File: config.mk
export PLATFORM = sky130hd
export DESIGN_NAME = prio_intc
export DESIGN_NICKNAME = d
export VERILOG_FILES = /design/src/rtl/intc_pkg.sv /design/src/rtl/intc_level_regs.sv /design/src/rtl/intc_arbiter.sv /design/src/rtl/intc_ctrl.sv /design/src/rtl/prio_intc.sv
export SDC_FILE = /design/constraint.sdc
export NUM_CORES = 1
export LEC_CHECK = 0
export ABC_AREA = 1
export BUFFER_PORTS_ARGS = -buffer_cell sky130_fd_sc_hd__clkbuf_2
export CORE_AREA = 2 2 121 123
export CTS_CLUSTER_DIAMETER = 200
export DETAILED_ROUTE_END_ITERATION = 12
export DIE_AREA = 0 0 123 125
export GPL_ROUTABILITY_DRIVEN = 1
export PLACE_DENSITY = 0.78
export SETUP_SLACK_MARGIN = 0.1
export SYNTH_ARGS = -nofsm -noshare
export SYNTH_HDL_FRONTEND = slang
export SYNTH_SLANG_ARGS = --single-unit
File: constraint.sdc
create_clock -name clk -period 22.8 [get_ports clk]
set_clock_uncertainty 0.15 [all_clocks]
set_input_delay 2.28 -clock clk [delete_from_list [all_inputs] [get_ports clk]]
set_output_delay 2.28 -clock clk [all_outputs]
set_load 0.005 [all_outputs]
File: src/rtl/intc_pkg.sv
package intc_pkg;
    localparam int LVL_W = 4;
    typedef logic [LVL_W-1:0] level_t;

    typedef enum logic [1:0] {
        ST_IDLE    = 2'd0,
        ST_PRESENT = 2'd1,
        ST_SETTLE  = 2'd2
    } ctrl_state_t;
endpackage

File: src/rtl/intc_level_regs.sv
module intc_level_regs
    import intc_pkg::*;
#(
    parameter int NUM_SRC = 16,
    parameter int DATA_W  = 16,
    localparam int FIELDS   = DATA_W / LVL_W,
    localparam int NUM_REGS = NUM_SRC / FIELDS,
    localparam int ADDR_W   = $clog2(NUM_REGS)
) (
    input  logic                      clk,
    input  logic                      rst_n,
    input  logic                      wr_en,
    input  logic [ADDR_W-1:0]         wr_addr,
    input  logic [DATA_W-1:0]         wr_data,
    output logic [NUM_SRC*LVL_W-1:0]  levels_flat
);
    logic [DATA_W-1:0] words [NUM_REGS];

    always_ff @(posedge clk) begin
        if (!rst_n) begin
            for (int r = 0; r < NUM_REGS; r++) words[r] <= '0;
        end else if (wr_en) begin
            words[wr_addr] <= wr_data;
        end
    end

    for (genvar r = 0; r < NUM_REGS; r++) begin : g_flat
        assign levels_flat[r*DATA_W +: DATA_W] = words[r];
    end

    AST_WRITE_LANDS: assert property (@(posedge clk) disable iff (!rst_n)
        wr_en |=> levels_flat[$past(wr_addr)*DATA_W +: DATA_W] == $past(wr_data))
        else $error("level word write lost");
endmodule

File: src/rtl/intc_arbiter.sv
module intc_arbiter
    import intc_pkg::*;
#(
    parameter int NUM_SRC = 16,
    localparam int IDX_W = $clog2(NUM_SRC)
) (
    input  logic                     clk,
    input  logic                     rst_n,
    input  logic [NUM_SRC-1:0]       src_req,
    input  logic [NUM_SRC*LVL_W-1:0] levels_flat,
    output level_t                   win_lvl,
    output logic [IDX_W-1:0]         win_idx
);
    level_t eff [NUM_SRC];

    // A source that is not requesting competes with level 0, the same as a disabled one.
    for (genvar i = 0; i < NUM_SRC; i++) begin : g_eff
        assign eff[i] = src_req[i] ? levels_flat[i*LVL_W +: LVL_W] : '0;
    end

    // Strict comparison while scanning upward keeps the lower index on a tie.
    always_comb begin
        win_lvl = '0;
        win_idx = '0;
        for (int i = 0; i < NUM_SRC; i++) begin
            if (eff[i] > win_lvl) begin
                win_lvl = eff[i];
                win_idx = IDX_W'(i);
            end
        end
    end

    always_ff @(posedge clk) begin
        if (rst_n) begin
            for (int i = 0; i < NUM_SRC; i++) begin
                AST_WINNER_MAX: assert (eff[i] <= win_lvl)
                    else $error("source %0d outranks the winner", i);
                AST_TIE_LOW_INDEX: assert (!(eff[i] != '0 && eff[i] == win_lvl) || IDX_W'(i) >= win_idx)
                    else $error("tie not resolved to lowest index at %0d", i);
            end
        end
    end
endmodule

File: src/rtl/intc_ctrl.sv
module intc_ctrl
    import intc_pkg::*;
#(
    parameter int NUM_SRC  = 16,
    parameter int VEC_W    = 8,
    parameter int VEC_BASE = 64,
    localparam int IDX_W = $clog2(NUM_SRC)
) (
    input  logic             clk,
    input  logic             rst_n,
    input  level_t           win_lvl,
    input  logic [IDX_W-1:0] win_idx,
    input  level_t           cpu_mask,
    input  logic             cpu_ack,
    output logic             cpu_req,
    output logic [VEC_W-1:0] req_vec,
    output level_t           req_lvl,
    output logic [VEC_W-1:0] acc_vec,
    output level_t           acc_lvl,
    output logic             irq_n
);
    localparam logic [VEC_W-1:0] BASE_V = VEC_W'(VEC_BASE);

    ctrl_state_t state_q, state_d;
    logic        load_new;
    logic        take_ack;

    // State register
    always_ff @(posedge clk) begin
        if (!rst_n) state_q <= ST_IDLE;
        else        state_q <= state_d;
    end

    // Next state
    always_comb begin
        state_d  = state_q;
        load_new = 1'b0;
        take_ack = 1'b0;
        unique case (state_q)
            ST_IDLE: begin
                if (win_lvl > cpu_mask) begin
                    state_d  = ST_PRESENT;
                    load_new = 1'b1;
                end
            end
            ST_PRESENT: begin
                if (cpu_ack) begin
                    take_ack = 1'b1;
                    if (win_lvl > req_lvl) begin
                        state_d  = ST_PRESENT;
                        load_new = 1'b1;
                    end else begin
                        state_d  = ST_SETTLE;
                    end
                end
            end
            ST_SETTLE: state_d = ST_IDLE;
            default:   state_d = ST_IDLE;
        endcase
    end

    // Outputs
    always_ff @(posedge clk) begin
        if (!rst_n) begin
            req_vec <= '0;
            req_lvl <= '0;
            acc_vec <= '0;
            acc_lvl <= '0;
        end else begin
            if (take_ack) begin
                acc_vec <= req_vec;
                acc_lvl <= req_lvl;
            end
            if (load_new) begin
                req_vec <= BASE_V + VEC_W'(win_idx);
                req_lvl <= win_lvl;
            end
        end
    end

    assign cpu_req = (state_q == ST_PRESENT);
    assign irq_n   = (state_q != ST_PRESENT);

    AST_HOLD_UNTIL_ACK: assert property (@(posedge clk) disable iff (!rst_n)
        (cpu_req && !cpu_ack) |=> (cpu_req && $stable(req_vec) && $stable(req_lvl)))
        else $error("presented request changed without acknowledge");
    AST_ABOVE_MASK: assert property (@(posedge clk) disable iff (!rst_n)
        $rose(cpu_req) |-> (req_lvl > $past(cpu_mask)))
        else $error("request presented at or below mask");
    AST_ACCEPT_LATCH: assert property (@(posedge clk) disable iff (!rst_n)
        (cpu_req && cpu_ack) |=> (acc_vec == $past(req_vec) && acc_lvl == $past(req_lvl)))
        else $error("accepted vector or level not latched");
    AST_PIN_RELEASE: assert property (@(posedge clk) disable iff (!rst_n)
        $fell(cpu_req) |-> (irq_n && $past(cpu_ack)))
        else $error("request dropped without acknowledge or pin still low");
    AST_SETTLE_GAP: assert property (@(posedge clk) disable iff (!rst_n)
        $fell(cpu_req) |=> !cpu_req)
        else $error("request re-presented without settle gap");
    AST_RELOAD_HIGHER: assert property (@(posedge clk) disable iff (!rst_n)
        (cpu_req && cpu_ack && win_lvl > req_lvl) |=> (cpu_req && !irq_n && req_lvl > $past(req_lvl)))
        else $error("higher pending request not presented at acknowledge");
endmodule

File: src/rtl/prio_intc.sv
module prio_intc
    import intc_pkg::*;
#(
    parameter int NUM_SRC  = 16,
    parameter int DATA_W   = 16,
    parameter int VEC_W    = 8,
    parameter int VEC_BASE = 64,
    localparam int FIELDS   = DATA_W / LVL_W,
    localparam int NUM_REGS = NUM_SRC / FIELDS,
    localparam int ADDR_W   = $clog2(NUM_REGS),
    localparam int IDX_W    = $clog2(NUM_SRC)
) (
    input  logic               clk,
    input  logic               rst_n,
    input  logic [NUM_SRC-1:0] src_req,
    input  logic [LVL_W-1:0]   cpu_mask,
    input  logic               wr_en,
    input  logic [ADDR_W-1:0]  wr_addr,
    input  logic [DATA_W-1:0]  wr_data,
    input  logic               cpu_ack,
    output logic               cpu_req,
    output logic [VEC_W-1:0]   req_vec,
    output logic [LVL_W-1:0]   req_lvl,
    output logic [VEC_W-1:0]   acc_vec,
    output logic [LVL_W-1:0]   acc_lvl,
    output logic               irq_n
);
    logic [NUM_SRC*LVL_W-1:0] levels_flat;
    level_t                   win_lvl;
    logic [IDX_W-1:0]         win_idx;

    intc_level_regs #(.NUM_SRC(NUM_SRC), .DATA_W(DATA_W)) u_regs (
        .clk         (clk),
        .rst_n       (rst_n),
        .wr_en       (wr_en),
        .wr_addr     (wr_addr),
        .wr_data     (wr_data),
        .levels_flat (levels_flat)
    );

    intc_arbiter #(.NUM_SRC(NUM_SRC)) u_arb (
        .clk         (clk),
        .rst_n       (rst_n),
        .src_req     (src_req),
        .levels_flat (levels_flat),
        .win_lvl     (win_lvl),
        .win_idx     (win_idx)
    );

    intc_ctrl #(.NUM_SRC(NUM_SRC), .VEC_W(VEC_W), .VEC_BASE(VEC_BASE)) u_ctrl (
        .clk      (clk),
        .rst_n    (rst_n),
        .win_lvl  (win_lvl),
        .win_idx  (win_idx),
        .cpu_mask (cpu_mask),
        .cpu_ack  (cpu_ack),
        .cpu_req  (cpu_req),
        .req_vec  (req_vec),
        .req_lvl  (req_lvl),
        .acc_vec  (acc_vec),
        .acc_lvl  (acc_lvl),
        .irq_n    (irq_n)
    );
endmodule

==> results by group, run 1 <==
GRT
  • Via count of the first global-routing pass: 5507
  • GRT Resource Usage Total: 0.205
  • Gr ovfl total: 0
  • Initial antenna violation count: 0
  • Largest net degree at the start of global routing: 35
  • First-pass GRT wire length: 25400 um

Critical path
  • Reg-to-reg endpoint: u_ctrl.req_vec[2]
  • R2r worst-path depth: 135
  • Slowest CP cell: nand2_1
  • R2r startpoint: u_regs.words[0][5]
  • CP arrival: 18.90 ns
  • Worst Path Max Fanout: 14
  • Peak per-stage delay on the critical path: 0.36 ns
  • Worst path required time: 22.88 ns
  • WS Path Type: input port to flop
  • Worst path most repeated cell: nand2_1
  • Reg-to-reg slack, setup: 5.69 ns
  • Crit start category: input port
  • Critical Path Sink Type: flop

Finish
  • # diodes: 0
  • Most frequent cells in the layout: nand2_1 (241), inv_1 (142), nand3_1 (73)
  • Area grow syn2layout: 11.7%
  • Final nets: 1065
  • Multi-input gate area: 3730 um^2
  • Fraction of layout cells with a size suffix above 1: 0.220
  • Final Non-Filler Cells: 1171
  • Most common cell after layout, fill and taps aside: nand2_1
  • Sequential cell area: 2320 um^2
  • Filler cells: 1336

STA
  • Fin crit share: 0.825
  • RSZ-0062 raised after global routing: no
  • Worst-Margin Slew: 0.721 ns
  • Final min period: 18.82 ns
  • Setup TNS: 0 ns
  • Max Clock Freq: 0.0531 GHz
  • Final Hold Viols: 0
  • Slew margin rel.: 0.517
  • Count of final setup violators: 0
  • Fin. max-slew vios: 0
  • Worst hold slack: 0.363 ns

Synthesis
  • Top cell type by total area after synthesis: edfxtp_1
  • Synth top area share: 0.285
  • YS warnings: 0
  • Cells after Synth: 919
  • Sequential element share of the synthesized area: 0.344
  • Synth cell types: 32
  • Cell Area, Synth: 6750 um^2
  • Top cells by area, synth: edfxtp_1 (28%), nand2_1 (13%), inv_1 (7.9%)
  • #FFs+latches synth: 84
  • Avg Cell Area, Syn: 7.34 um^2

CTS
  • Post-CTS Setup Inserts: 0
  • Worst-Skew Late Latency: 0.34 ns
  • Clock Tree Buf Depth: 2
  • H-tree depth: 3
  • Reg clk slew, reported paths: 0.07 ns
  • Post-CTS resize count: 0
  • TritonCTS clock tree: done
  • CTS Sinks: 84
  • Hold_buf cts: 0
  • CTS Root Cell: clkbuf_16
  • Num CTS Buffers: 9

Worst hold path
  • Hold endpoint: u_ctrl.acc_vec[6]
  • Min-Delay Path Class: flop to flop
  • Worst Hold Depth: 2
  • Worst hold start: u_ctrl.req_vec[6]

Detailed routing
  • Routed WL per cell: 12.8 um
  • Via count: 5824
  • DR DRC count: 0
  • DRT Pass-1 Iters: 5
  • Detail Route Antenna Nets: 0
  • Iteration-0 DRC Markers: 370
  • Number of vias per cell: 4.97
  • Final WL: 15000 um

Status
  • Status: completed

Flow run
  • Max Cap Violations: 0

Place
  • Placed insts: 1155
  • DP HPWL: 11800 um
  • Placer Congestion: 0.885
  • Port buffer count: 61

Floorplan
  • Starting density of the core: 0.475
  • Die width: 123 um
  • Total die area: 15400 um^2
  • I/O pin cnt: 68
  • Core area: 14200 um^2
  • Chip height: 125 um
  • # rows: 44
## worst max-delay path by stage
stage               startpoint                end  depth (start not counted)  slack, ns
floorplan           src_req[1]  u_ctrl.req_vec[3]                        136       6.03
detailed placement  src_req[1]  u_ctrl.req_vec[2]                        137       3.76
global route        src_req[1]  u_ctrl.req_vec[2]                        136       2.07
global placement    src_req[1]  u_ctrl.req_vec[2]                        135       4.14
CTS                 src_req[1]  u_ctrl.req_vec[2]                        137       3.99
finish              src_req[1]  u_ctrl.req_vec[2]                        136       3.98
## cell families after synthesis
logic type	Yosys count	share of synthesized area
compound gates	74	0.0617
simple gates	535	0.412
other cells	1	0.000556
buf+inv	184	0.106
flops	84	0.344
fa+ha+maj	41	0.0760
## flip-flops by register name (all words and copies together), names as in the netlist
register / count
u_ctrl.req_vec: 5
u_ctrl.acc_lvl: 4
u_ctrl.req_lvl: 4
u_regs.words: 64
u_ctrl.acc_vec: 5
u_ctrl.state_q: 2
## synth_stat cells (all sizes together)
cell	n
nor2	98
conb	1
o21bai	10
o21a	1
or4	1
nand4	7
nand3	94
a32o	1
o21ai	48
clkbuf	9
ha	41
inv	156
buf	7
a21oi	9
nand2	317
and2	2
a32oi	2
dfxtp	20
a31oi	1
o211ai	2
clkinv	12
nor3	16
edfxtp	64
## layer usage
metal | routed length, um | GRT usage | up-vias
li1 | - | - | 3031
met1 | 6590 | 0.274 | 2602
met2 | 7240 | 0.353 | 177
met3 | 968 | 0.0283 | 14
met4 | 152 | 0.0381 | 0
met5 | 0 | 0 | -
## through the flow
stage / setup WS, ns / utilization / cell area [um^2]
3_5_place_dp: 3.76 / 0.509 / 7230
6_report: 3.98 / 0.531 / 7540
4_1_cts: 3.99 / 0.531 / 7540
3_3_place_gp: 4.14 / 0.509 / 7230
5_1_grt: 2.07 / 0.531 / 7540
2_1_floorplan: 6.03 / - / 6770
## final cells by class
class                      instances  share of cell area
timing repair buffer              63              0.0425
inverter                         168              0.0837
sequential                        84               0.308
tap                              184              0.0305
clock inverter                     7              0.0106
clock buffer                       9              0.0299
multi-input combinational        656               0.495
## worst max-delay path, delay by kind of cell
family	cells	cell delay (ns)
buf+inv	13	0.90
fa+ha+maj	16	5.06
compound gates	20	2.57
simple gates	87	8.04
Power of run 1 is left out: the tool's default activity adds up to more than one toggle a clock period on the data nets, which glitch-free logic cannot reach.
==> run 2, diff against run 1 <==
==> constraint.sdc (replaced) <==
create_clock -name clk -period 18.7 [get_ports clk]
set_clock_uncertainty 0.15 [all_clocks]
set_input_delay 1.87 -clock clk [delete_from_list [all_inputs] [get_ports clk]]
set_output_delay 1.87 -clock clk [all_outputs]
set_load 0.005 [all_outputs]
==> results by group, run 2 (synthesized netlist as in run 1, its figures left out) <==
Floorplan
  • Starting density of the core: 0.475
  • Die width: 123 um
  • Core area: 14200 um^2
  • Chip height: 125 um
  • Total die area: 15400 um^2
  • # rows: 44
  • I/O pin cnt: 68

Place
  • DP HPWL: 12100 um
  • Placer Congestion: 0.859
  • Port buffer count: 61

Finish
  • Regs by FF count: u_regs.words x64, u_ctrl.acc_vec x5, u_ctrl.req_vec x5
  • Area grow syn2layout: 15.1%
  • Largest Register: u_regs.words
  • Largest register FFs: 64
  • Final nets: 1076
  • Most frequent cells in the layout: nand2_1 (232), inv_1 (141), nand3_1 (73)
  • Most common cell after layout, fill and taps aside: nand2_1
  • # diodes: 0
  • Fraction of layout cells with a size suffix above 1: 0.242

Critical path
  • Slowest CP cell: ha_1
  • Critical Path Sink Type: flop
  • Crit start category: input port
  • Reg-to-reg slack, setup: 2.64 ns
  • R2r startpoint: u_regs.words[0][5]
  • Worst Path Max Fanout: 9
  • Reg-to-reg endpoint: u_ctrl.req_vec[3]
  • CP arrival: 17.39 ns
  • Worst path required time: 18.77 ns
  • WS Path Type: input port to flop
  • Peak per-stage delay on the critical path: 0.37 ns
  • R2r worst-path depth: 136
  • Worst path most repeated cell: nand2_1

Worst hold path
  • Worst hold start: u_ctrl.req_vec[0]
  • Worst Hold Depth: 2
  • Hold endpoint: u_ctrl.acc_vec[0]
  • Min-Delay Path Class: flop to flop

Detailed routing
  • DR DRC count: 0
  • Routed WL per cell: 13.3 um
  • Number of vias per cell: 5.07
  • Iteration-0 DRC Markers: 430
  • Detail Route Antenna Nets: 0
  • DRT Pass-1 Iters: 5
  • Final WL: 15800 um
  • Via count: 5994

GRT
  • Via count of the first global-routing pass: 5465
  • First-pass GRT wire length: 25400 um
  • GRT Resource Usage Total: 0.204
  • Initial antenna violation count: 1
  • Largest net degree at the start of global routing: 35
  • Gr ovfl total: 0

CTS
  • Reg clk slew, reported paths: 0.06 ns
  • H-tree depth: 3
  • CTS Root Cell: clkbuf_16
  • CTS Sinks: 84
  • Worst-Skew Late Latency: 0.34 ns
  • Num CTS Buffers: 9
  • Clock Tree Buf Depth: 2
  • TritonCTS clock tree: done

STA
  • RSZ-0062 raised after global routing: no
  • Final min period: 17.32 ns
  • Max Clock Freq: 0.0577 GHz
  • Fin crit share: 0.926
  • Count of final setup violators: 0
  • Final Hold Viols: 0
  • Fin. max-slew vios: 0
  • Setup TNS: 0 ns
  • Worst-Margin Slew: 1.04 ns
  • Slew margin rel.: 0.306

Status
  • Status: completed

Flow run
  • Max Cap Violations: 0
-- run 2: cell types whose count changed in the layout (fill, tap and decap cells not counted), moves of 2 or more --
cell        before  now
buf_4            2   12
clkbuf_1         0    2
clkinvlp_4       0    2
ha_1            41   39
ha_4             0    2
inv_6            3    1
nand2_1        241  232
nand2_2         53   56
nand2_4         23   26
nand2_8          0    3
o21ai_0         47   32
o21ai_1          1   15
-- run 2: stage by stage --
stage / hold slack, ns / std cells / area, um^2 / setup WS, ns / utilization
floorplan: 0.326 / 924 / 6770 / 2.34 / -
global placement: 0.345 / 1155 / 7230 / 0.646 / 0.509
detailed placement: 0.352 / 1155 / 7230 / 0.354 / 0.509
CTS: 0.361 / 1171 / 7550 / 0.582 / 0.532
global route: 0.376 / 1182 / 7760 / 0.0320 / 0.547
finish: 0.361 / 1182 / 7760 / 1.38 / 0.547
-- run 2: layer usage --
layer	routed length (um)	GRT usage
met3	956	0.0420
met2	7880	0.350
met4	134	0.0301
met5	0	0
met1	6800	0.271
-- run 2: area by class of cell --
| type | instances | area, um^2 |
|---|---|---|
| Clock buffer | 11 | 233 |
| Sequential cell | 84 | 2320 |
| Timing Repair Buffer | 74 | 407 |
| Tap cell | 184 | 230 |
| Inverter | 168 | 633 |
| Clock inverter | 5 | 83.8 |
| Multi-Input combinational cell | 656 | 3860 |
| Fill cell | 1314 | 6440 |
-- run 2: timing repair --
action / in CTS / in global routing
resized for setup: 0 / 43
hold buffers: 0 / 0
hold endpoints to repair: 0 / 0
setup buffers: 0 / 11
endpoints found under the setup margin: 0 / 11
-- run 2: worst max path at each step --
stage               cells past startpoint                 to  startpoint  slack [ns]
floorplan                             136  u_ctrl.req_vec[3]  src_req[1]        2.34
global placement                      135  u_ctrl.req_vec[3]  src_req[1]        0.65
detailed placement                    135  u_ctrl.req_vec[3]  src_req[1]        0.35
CTS                                   136  u_ctrl.req_vec[3]  src_req[1]        0.58
global route                          137  u_ctrl.req_vec[3]  src_req[1]        0.03
finish                                137  u_ctrl.req_vec[3]  src_req[1]        1.38
-- run 2: worst max-delay path, delay by kind of cell --
kind / cells / cell delay, ns
compound gates: 17 / 1.58
buf+inv: 9 / 0.63
simple gates: 95 / 8.33
fa+ha+maj: 16 / 4.92
Power of run 2 is left out for the same reason.
==> run 3, diff against run 2 <==
--- a/config.mk
+++ b/config.mk
@@ -6,14 +6,15 @@
 export NUM_CORES = 1
 export LEC_CHECK = 0
 export ABC_AREA = 1
-export BUFFER_PORTS_ARGS = -buffer_cell sky130_fd_sc_hd__clkbuf_2
-export CORE_AREA = 2 2 121 123
+export BUFFER_PORTS_ARGS = -buffer_cell sky130_fd_sc_hd__buf_2
+export CORE_AREA = 2 2 122 124
 export CTS_CLUSTER_DIAMETER = 200
 export DETAILED_ROUTE_END_ITERATION = 12
-export DIE_AREA = 0 0 123 125
+export DIE_AREA = 0 0 124 126
 export GPL_ROUTABILITY_DRIVEN = 1
 export PLACE_DENSITY = 0.78
 export SETUP_SLACK_MARGIN = 0.1
 export SYNTH_ARGS = -nofsm -noshare
 export SYNTH_HDL_FRONTEND = slang
+export SYNTH_HIERARCHICAL = 1
 export SYNTH_SLANG_ARGS = --single-unit
==> results by group, run 3 <==
Detailed routing
  • Routed WL per cell: 13.2 um
  • Iteration-0 DRC Markers: 366
  • Via count: 5873
  • Detail Route Antenna Nets: 0
  • DR DRC count: 0
  • Number of vias per cell: 4.97
  • DRT Pass-1 Iters: 5
  • Final WL: 15600 um

GRT
  • Via count of the first global-routing pass: 5643
  • Largest net degree at the start of global routing: 35
  • First-pass GRT wire length: 25800 um
  • Gr ovfl total: 0
  • Initial antenna violation count: 0
  • GRT Resource Usage Total: 0.206

STA
  • Slew margin rel.: 0.548
  • Fin crit share: 0.924
  • Worst-Margin Slew: 0.677 ns
  • Final Hold Viols: 0
  • Final min period: 17.28 ns
  • Fin. max-slew vios: 0
  • RSZ-0062 raised after global routing: no
  • Count of final setup violators: 0
  • Setup TNS: 0 ns
  • Max Clock Freq: 0.0579 GHz

Floorplan
  • Total die area: 15600 um^2
  • # rows: 44
  • Core area: 14300 um^2
  • I/O pin cnt: 68
  • Starting density of the core: 0.482
  • Chip height: 126 um
  • Die width: 124 um

CTS
  • Reg clk slew, reported paths: 0.06 ns
  • Clock Tree Buf Depth: 2
  • CTS Root Cell: clkbuf_16
  • TritonCTS clock tree: done
  • Worst-Skew Late Latency: 0.34 ns
  • Num CTS Buffers: 9
  • H-tree depth: 3
  • CTS Sinks: 84

Critical path
  • R2r worst-path depth: 133
  • Worst path most repeated cell: nand2_1
  • Worst Path Max Fanout: 10
  • Critical Path Sink Type: flop
  • WS Path Type: input port to flop
  • Crit start category: input port
  • R2r startpoint: u_regs/words[0][5]
  • Worst path required time: 18.77 ns
  • Reg-to-reg slack, setup: 2.71 ns
  • CP arrival: 17.36 ns
  • Reg-to-reg endpoint: u_ctrl/req_vec[6]
  • Peak per-stage delay on the critical path: 0.33 ns
  • Slowest CP cell: ha_1

Place
  • Placer Congestion: 0.867
  • DP HPWL: 12200 um
  • Port buffer count: 61
  • Placed insts: 1162

Synthesis
  • EDFF count, synth: 64
  • Most common cell in the synthesized netlist: nand2_1
  • Cell Area, Synth: 6900 um^2
  • Synth Flop Type: edfxtp_1
  • Top post-synthesis cells by count: nand2_1 (244), inv_1 (136), nor2_1 (77)
  • Synth top area share: 0.279
  • #FFs+latches synth: 84
  • Sequential element share of the synthesized area: 0.337
  • YS warnings: 6
  • Cells after Synth: 927
  • Synth cell types: 38
  • Avg Cell Area, Syn: 7.44 um^2
  • Asr flop ratio synth: 0
  • Top cell type by total area after synthesis: edfxtp_1
  • Top cells by area, synth: edfxtp_1 (28%), nand2_1 (13%), ha_1 (7.6%)

Finish
  • Fraction of layout cells with a size suffix above 1: 0.254
  • Largest register FFs: 64
  • # diodes: 0
  • Filler cells: 1362
  • Sequential cell area: 2320 um^2
  • Most common cell after layout, fill and taps aside: nand2_1
  • Final Non-Filler Cells: 1181
  • Regs by FF count: u_regs/words x64, u_ctrl/acc_vec x5, u_ctrl/req_vec x5
  • Largest Register: u_regs/words
  • Final nets: 1076
  • Area grow syn2layout: 11.6%
  • Multi-input gate area: 3930 um^2
  • Most frequent cells in the layout: nand2_1 (241), inv_1 (135), nor2_1 (77)

Worst hold path
  • Worst hold start: u_ctrl/req_lvl[1]
  • Min-Delay Path Class: flop to flop
  • Hold endpoint: u_ctrl/req_lvl[1]
  • Worst Hold Depth: 2

Status
  • Status: completed

Flow run
  • Max Cap Violations: 0
[run 3: layout make-up]
type / count / area share
sequential: 84 / 0.302
clock inverter: 7 / 0.00748
clock buffer: 9 / 0.0293
multi-input combinational: 673 / 0.510
inverter: 161 / 0.0800
tap: 184 / 0.0299
timing repair buffer: 63 / 0.0416
[run 3: logic make-up (layout without fill, tap and decap cells)]
kind of cell             count (synthesis)  in the layout  synth area share
flip-flops                              84             84             0.337
AND/OR/NAND/NOR                        561            563             0.431
buffers and inverters                  177            240             0.106
adder cells (fa/ha/maj)                 42             42            0.0762
AO/OA/AOI/OAI                           62             62            0.0495
other                                    1              6          0.000544
[run 3: how the worst max path moves through the flow]
stage | to | from | cells past startpoint
final | u_ctrl/req_vec[6] | src_req[1] | 134
after global routing | u_ctrl/req_vec[6] | src_req[1] | 135
after CTS | u_ctrl/req_lvl[3] | src_req[1] | 134
after detailed placement | u_ctrl/req_lvl[3] | src_req[1] | 133
after global placement | u_ctrl/req_lvl[2] | src_req[1] | 133
after floorplan | u_ctrl/state_q[0] | src_req[1] | 133
[run 3: layer usage]
metal  part of all wire  global-route usage
met5                  0                   0
met4              0.016              0.0502
met1               0.44               0.276
met2               0.49               0.343
met3              0.062              0.0417
[run 3: stage by stage]
| step | util | cell area [um^2] | hold WS (ns) | setup WS (ns) |
|---|---|---|---|---|
| after CTS | 0.533 | 7630 | 0.362 | 0.808 |
| final | 0.538 | 7700 | 0.358 | 1.42 |
| after global placement | 0.513 | 7340 | 0.338 | 0.937 |
| after floorplan | - | 6910 | 0.329 | 2.43 |
| after global routing | 0.538 | 7700 | 0.371 | 0.0897 |
| after detailed placement | 0.513 | 7340 | 0.341 | 0.531 |
[run 3: timing repair]
action                                  in CTS  in global routing
hold endpoints to repair                     0                  0
hold buffers                                 0                  0
endpoints found under the setup margin       0                 11
gates resized for setup                      0                 22
setup buffers                                0                  1
[run 3: critical path: cells and delay by family]
family,cells,cell delay (ns)
simple gates,93,7.92
compound gates,16,1.82
buf+inv,9,0.63
fa+ha+maj,16,5.06
Power of run 3 is left out for the same reason.
